--- config.mk ---
export PLATFORM = sky130hd
export DESIGN_NAME = dwt_mrpa_top
export DESIGN_NICKNAME = d
export VERILOG_FILES = /design/src/rtl/dwt_mrpa_pkg.sv /design/src/rtl/dwt_slot_sched.sv /design/src/rtl/dwt_sipo_bank.sv /design/src/rtl/dwt_fir.sv /design/src/rtl/dwt_mrpa_top.sv
export SDC_FILE = /design/constraint.sdc
export NUM_CORES = 2
export LEC_CHECK = 0
export BUFFER_PORTS_ARGS = -buffer_cell sky130_fd_sc_hd__buf_2
export CELL_PAD_IN_SITES_DETAIL_PLACEMENT = 0
export CELL_PAD_IN_SITES_GLOBAL_PLACEMENT = 1
export CORE_ASPECT_RATIO = 0.7
export CORE_MARGIN = 2
export CORE_UTILIZATION = 45
export DETAILED_ROUTE_END_ITERATION = 16
export HOLD_SLACK_MARGIN = 0.12
export PLACE_DENSITY = 0.72
export SETUP_SLACK_MARGIN = 0.02
export SLEW_MARGIN = 40
export SYNTH_ARGS = -nofsm -noshare
export SYNTH_HDL_FRONTEND = slang
export SYNTH_SLANG_ARGS = --single-unit
--- constraint.sdc ---
create_clock -name clk -period 14.75 [get_ports clk]
set_clock_uncertainty 0.05 [all_clocks]
set_input_delay 2.2125 -clock clk [delete_from_list [all_inputs] [get_ports clk]]
set_output_delay 2.2125 -clock clk [all_outputs]
set_load 0.01 [all_outputs]
--- src/rtl/dwt_mrpa_pkg.sv ---
package dwt_mrpa_pkg;

   localparam int CW   = 16;  // coefficient width
   localparam int FRAC = 14;  // fractional bits of the coefficients

   typedef enum logic {
      BAND_LO = 1'b0,
      BAND_HI = 1'b1
   } band_e;

   // lowpass analysis tap j (j = 0 multiplies the newest sample)
   function automatic logic signed [CW-1:0] lo_tap(input int taps, input int j);
      int v;
      v = 0;
      if (taps == 2) begin
         v = 11585;
      end else begin
         case (j)
            0:       v = 7913;
            1:       v = 13705;
            2:       v = 3672;
            default: v = -2120;
         endcase
      end
      return v[CW-1:0];
   endfunction

   // highpass tap: alternating-sign mirror of the lowpass set
   function automatic logic signed [CW-1:0] hi_tap(input int taps, input int j);
      logic signed [CW-1:0] m;
      m = lo_tap(taps, taps - 1 - j);
      return (j % 2 == 1) ? -m : m;
   endfunction

endpackage

--- src/rtl/dwt_slot_sched.sv ---
module dwt_slot_sched #(
   parameter int J = 3
) (
   input  logic         clk,
   input  logic         rst,
   input  logic         adv,
   output logic [J-1:0] fire,
   output logic         spare,
   output logic [J-1:0] cnt
);

   logic [J-1:0] cnt_q;

   always_ff @(posedge clk) begin
      if (rst) begin
         cnt_q <= '0;
      end else if (adv) begin
         cnt_q <= cnt_q + 1'b1;
      end
   end

   assign cnt = cnt_q;

   // octave i+1 owns the filters when cnt has exactly i trailing ones
   generate
      for (genvar i = 0; i < J; i++) begin : g_fire
         if (i == 0) begin : g_first
            assign fire[i] = adv & ~cnt_q[0];
         end else begin : g_upper
            assign fire[i] = adv & (&cnt_q[i-1:0]) & ~cnt_q[i];
         end
      end
   endgenerate

   assign spare = adv & (&cnt_q);

endmodule

--- src/rtl/dwt_sipo_bank.sv ---
module dwt_sipo_bank #(
   parameter int W = 16,
   parameter int L = 4,
   parameter int J = 3
) (
   input  logic                clk,
   input  logic                rst,
   input  logic [J-1:0]        push,
   input  logic signed [W-1:0] din [J],
   output logic signed [W-1:0] q   [J][L]
);

   generate
      for (genvar i = 0; i < J; i++) begin : g_oct
         always_ff @(posedge clk) begin
            if (rst) begin
               for (int k = 0; k < L; k++) q[i][k] <= '0;
            end else if (push[i]) begin
               q[i][0] <= din[i];
               for (int k = 1; k < L; k++) q[i][k] <= q[i][k-1];
            end
         end
      end
   endgenerate

endmodule

--- src/rtl/dwt_fir.sv ---
module dwt_fir
   import dwt_mrpa_pkg::*;
#(
   parameter int W    = 16,
   parameter int L    = 4,
   parameter bit HIGH = 1'b0
) (
   input  logic signed [W-1:0] taps [L],
   output logic signed [W-1:0] y
);

   localparam int AW = W + CW + $clog2(L) + 1;
   localparam int NODES = 2 * L - 1;
   localparam logic signed [AW-1:0] HALF = AW'(1) <<< (FRAC - 1);
   localparam logic signed [AW-1:0] MAXV = AW'((1 <<< (W - 1)) - 1);
   localparam logic signed [AW-1:0] MINV = -MAXV - AW'(1);

   logic signed [AW-1:0] node [NODES];
   logic signed [AW-1:0] biased;
   logic signed [AW-1:0] scaled;

   generate
      // leaves: one constant multiplier per tap
      for (genvar j = 0; j < L; j++) begin : g_mul
         localparam logic signed [CW-1:0] C = HIGH ? hi_tap(L, j) : lo_tap(L, j);
         assign node[L-1+j] = AW'(taps[j]) * AW'(C);
      end
      // balanced adder tree, log2(L) levels deep
      for (genvar n = 0; n < L - 1; n++) begin : g_add
         assign node[n] = node[2*n+1] + node[2*n+2];
      end
   endgenerate

   always_comb begin
      biased = node[0] + HALF;
      scaled = biased >>> FRAC;
      if (scaled > MAXV)      y = MAXV[W-1:0];
      else if (scaled < MINV) y = MINV[W-1:0];
      else                    y = scaled[W-1:0];
   end

endmodule

--- src/rtl/dwt_mrpa_top.sv ---
module dwt_mrpa_top
   import dwt_mrpa_pkg::*;
#(
   parameter int W  = 16,
   parameter int L  = 4,
   parameter int J  = 3,
   parameter int OW = 2
) (
   input  logic                clk,
   input  logic                rst,
   input  logic                in_valid,
   input  logic signed [W-1:0] in_sample,
   output logic                out_valid,
   output logic signed [W-1:0] out_coef,
   output logic [OW-1:0]       out_octave,
   output logic                out_band
);

   // elaboration-time parameter checks
   generate
      if (!(L == 2 || L == 4)) begin : g_bad_taps
         $error("dwt_mrpa_top: L must be 2 or 4");
      end
      if (J < 1 || J >= (1 << OW)) begin : g_bad_octaves
         $error("dwt_mrpa_top: J must be in 1..2**OW-1");
      end
      if (W < 4) begin : g_bad_width
         $error("dwt_mrpa_top: W too small");
      end
   endgenerate

   logic [J-1:0]        fire_vec;
   logic                spare_slot;
   logic [J-1:0]        slot_cnt;
   logic [J-1:0]        push;
   logic signed [W-1:0] din  [J];
   logic signed [W-1:0] hist [J][L];
   logic signed [W-1:0] win  [L];
   logic signed [W-1:0] lo_y;
   logic signed [W-1:0] hi_y;
   logic signed [W-1:0] park_q;
   logic [OW-1:0]       fire_oct;
   logic                any_fire;

   dwt_slot_sched #(.J(J)) u_sched (
      .clk   (clk),
      .rst   (rst),
      .adv   (in_valid),
      .fire  (fire_vec),
      .spare (spare_slot),
      .cnt   (slot_cnt)
   );

   // history write routing: raw samples into octave 1, lowpass cascade above
   generate
      if (J > 1) begin : g_push_multi
         assign push = {fire_vec[J-2:0], in_valid};
      end else begin : g_push_single
         assign push = in_valid;
      end
   endgenerate

   always_comb begin
      din[0] = in_sample;
      for (int i = 1; i < J; i++) din[i] = lo_y;
   end

   dwt_sipo_bank #(.W(W), .L(L), .J(J)) u_bank (
      .clk  (clk),
      .rst  (rst),
      .push (push),
      .din  (din),
      .q    (hist)
   );

   // window select for the octave that owns the filters this cycle
   always_comb begin
      for (int k = 0; k < L; k++) win[k] = '0;
      fire_oct = '0;
      for (int i = 0; i < J; i++) begin
         if (fire_vec[i]) begin
            for (int k = 0; k < L; k++) win[k] = hist[i][k];
            fire_oct = OW'(i + 1);
         end
      end
   end

   assign any_fire = |fire_vec;

   dwt_fir #(.W(W), .L(L), .HIGH(1'b0)) u_lo (
      .taps (win),
      .y    (lo_y)
   );

   dwt_fir #(.W(W), .L(L), .HIGH(1'b1)) u_hi (
      .taps (win),
      .y    (hi_y)
   );

   // last-octave lowpass waits for the spare slot
   always_ff @(posedge clk) begin
      if (rst) begin
         park_q <= '0;
      end else if (fire_vec[J-1]) begin
         park_q <= lo_y;
      end
   end

   always_ff @(posedge clk) begin
      if (rst) begin
         out_valid  <= 1'b0;
         out_coef   <= '0;
         out_octave <= '0;
         out_band   <= BAND_LO;
      end else begin
         out_valid <= in_valid;
         if (any_fire) begin
            out_coef   <= hi_y;
            out_octave <= fire_oct;
            out_band   <= BAND_HI;
         end else if (spare_slot) begin
            out_coef   <= park_q;
            out_octave <= OW'(J);
            out_band   <= BAND_LO;
         end
      end
   end

endmodule

==> impl_results.md <==
* Status: completed
* Worst setup EP type: register
* Top_reg_cell synth: dfxtp_1
* GRT Total Usage at 0.280
* Cells after DPL at ~6400
* TritonCTS clock tree: yes
* Yosys warns at 0
* Xor and xnor area share after synthesis at 0.0456
* Worst-path fanout max at 28
* Slew HR at 0.401
* Worst-Margin Slew at 896 ps
* Crit share post-route at 0.942
* Multiplexer share of the synthesized area at 0.0177
* DR vias at 34600
* CTS buffer count at 22
* Pre-antenna DRT Iters at 8
* Grt ovf at 0
* Global-route wire length before repair at roughly 220 mm
* Total Nets Final at 6639
* Die W at just under 400 microns
* Syn_area_per_cell at just over 9 sq um
* Ys async rst share at 0
* Worst Min Path Start: u_bank.q[1]
* Placement Rows at ~100
* Reg2reg end: park_q[6]
* Reg2reg setup slack at ~2200 ps
* WHS Endpoint: u_bank.q[1]
* Area of the die at approximately 0.11 sq mm
* Initial drt markers at between 3000 and 4000
* Starting Density at 0.453
* Hold Crit Depth at 2
* Setup CP Type: in2reg
* Vias/cell at about 5.4
* Fmax at 72.0 MHz
* Synthesized-area fraction occupied by adder cells at 0.529
* Setup TNS at 0 ps
* Main combinational cell family by area after synthesis: adder cells
* CP max-delay cell: nor2b_4
* Clock buffer depth at 3
* Layout cells sized above 1 at 0.0393
* GP Congestion at 0.956
* Slew Viols, Final at 0
* Via count of the first global-routing pass at between 30000 and 40000
* Number of synthesized register bits at 231
* Yosys top cell area share at 0.293
* Sequential-to-total area share from yosys stat at 0.100
* # DRC at 0
* DP HPWL at between 100 and 150 mm
* Max stage delay on crit path at 750 ps
* CORE AREA at approximately 0.1 sq mm
* Clk_lat worst skew at around 570 ps
* Clock-pin slew on the worst setup and hold paths at around 70 ps
* Largest net degree at the start of global routing at 153
* Non-Filler Instances at 6442
* Postcts setup bufs at 0
* Post-synthesis simple-gate area fraction at 0.0881
* Worst r2r path cells at 37
* Mapped Cells at a little over 5000
* Fin. Hold Viols at 0
* CP most frequent cell: fa_1
* CTS H-tree lvls at 1
* Hold buffers post-CTS at 0
* Min cycle time layout at approximately 14000 ps
* Post-cts resize count at 0
* Area of the mapped netlist at approximately 0.046 sq mm
* Initial antenna violation count at 2
* Clock Sinks at around 230
* RSZ-0062 raised after global routing: false
* Final setup vio count at 0
* Most area-consuming cells after synthesis: fa_1, ha_1, dfxtp_1, inv_1, xnor2_1
* Commonest cells after routing, fill and taps aside: inv_1, ha_1, fa_1
* HP Class: reg2reg
* Total area of sequential cells at roughly 0.0046 sq mm
* Multi-input gate area at ~0.037 sq mm
* Filler cell count at approximately 9900
* Antenna-violating nets left at 0
* Worst R2R Start: u_sched.cnt[0]
* Most common cell after layout, fill and taps aside: inv_1
* Synth Area in Compound Gates at 0.117
* Post-synth EDFFs at 0
* Yosys cell types at 80
* Root Driver: clkbuf_16
* Post-synth top area cell: fa_1
* CP required at 15140 ps
* Number of port buffers at 38
* DR WL/cell at between 20 and 25 microns
* Crit path arrival time at approximately 14000 ps
* Max-cap violations at 0
* Die Ht at 272 microns
* Post-Route WL at between 100 and 150 mm
* Ports at 39
* Area delta synth->final at 6.05%
* Critical Path Start Type: input port
==> final cells by class <==
type                            count  share of cell area
Antenna cell                        1           0.0000511
Clock buffer                       29              0.0122
Clock inverter                     10             0.00238
Inverter                         1139              0.0874
Multi-Input combinational cell   3586               0.754
Sequential cell                   231              0.0945
Tap cell                         1350              0.0345
Timing Repair Buffer               96              0.0146
==> metal layers <==
metal	up-vias	track usage	share of wire
met5	-	0	0
met4	0	0.0297	0.012
met3	72	0.0675	0.095
met2	1104	0.378	0.38
met1	17000	0.453	0.51
li1	16500	-	-
==> stage by stage <==
stage          hold WS [ps]  cell area, sq um  utilization  setup WS, ps
3_3_place_gp            395             48100        0.472           740
5_1_grt                 428             48900        0.480           467
2_1_floorplan           386             46100            -          1330
4_1_cts                 409             48900        0.480          1030
3_5_place_dp            397             48200        0.473           518
6_report                408             48900        0.480           858
==> critical path: cells and delay by family <==
family / cells / cell delay (ps)
buffers and inverters: 7 / 1810
XOR/XNOR: 1 / 180
AND/OR/NAND/NOR: 4 / 980
adder cells (fa/ha/maj): 11 / 4810
AO/OA/AOI/OAI: 15 / 4170
==> synthesized netlist by cell type (all sizes together) (8+ instances only) <==
cell type  count
inv         1138
ha           868
fa           676
nand2        315
nor2         291
a21oi        257
dfxtp        231
xnor2        148
o21ai        130
a21o         124
xor2          92
clkbuf        81
mux2i         73
nor3          58
a22oi         51
a311oi        46
nand3         44
nand2b        32
a31oi         30
buf           30
and3          29
nor2b         29
a211oi        21
a2111oi       19
or3           19
o21a          18
a221oi        16
o21bai        16
or4           16
and2          15
or2           15
nand4         14
o211ai        13
a31o           9
nor4           9
a211o          8
a21boi         8
a41oi          8
==> logic make-up after synthesis <==
logic type / count (synthesis)
adders and majority gates: 1544
buffers and inverters: 1250
and+or+nand+nor: 903
AOI/OAI and AO/OA: 817
xor gates and xnor gates: 240
DFF: 231
muxes: 80
other: 1
==> how the worst max path moves through the flow <==
| stage | start | endpoint | slack, ps | cells after the start |
|---|---|---|---|---|
| 6_report | in_valid | park_q[6] | 860 | 38 |
| 5_1_grt | in_valid | u_bank.q[119] | 470 | 39 |
| 4_1_cts | in_valid | u_bank.q[119] | 1030 | 38 |
| 3_5_place_dp | in_valid | u_bank.q[119] | 520 | 39 |
| 3_3_place_gp | in_valid | park_q[7] | 740 | 37 |
| 2_1_floorplan | in_valid | park_q[1] | 1330 | 36 |
==> registers in the layout (all words and copies together) (netlist names) <==
name and count:
u_bank.q 192, out_band 1, out_octave 2, u_sched.cnt 3
out_coef 16, park_q 16, out_valid 1
Power is left out: the tool's default activity adds up to more than one toggle a clock period on the data nets, which glitch-free logic cannot reach.
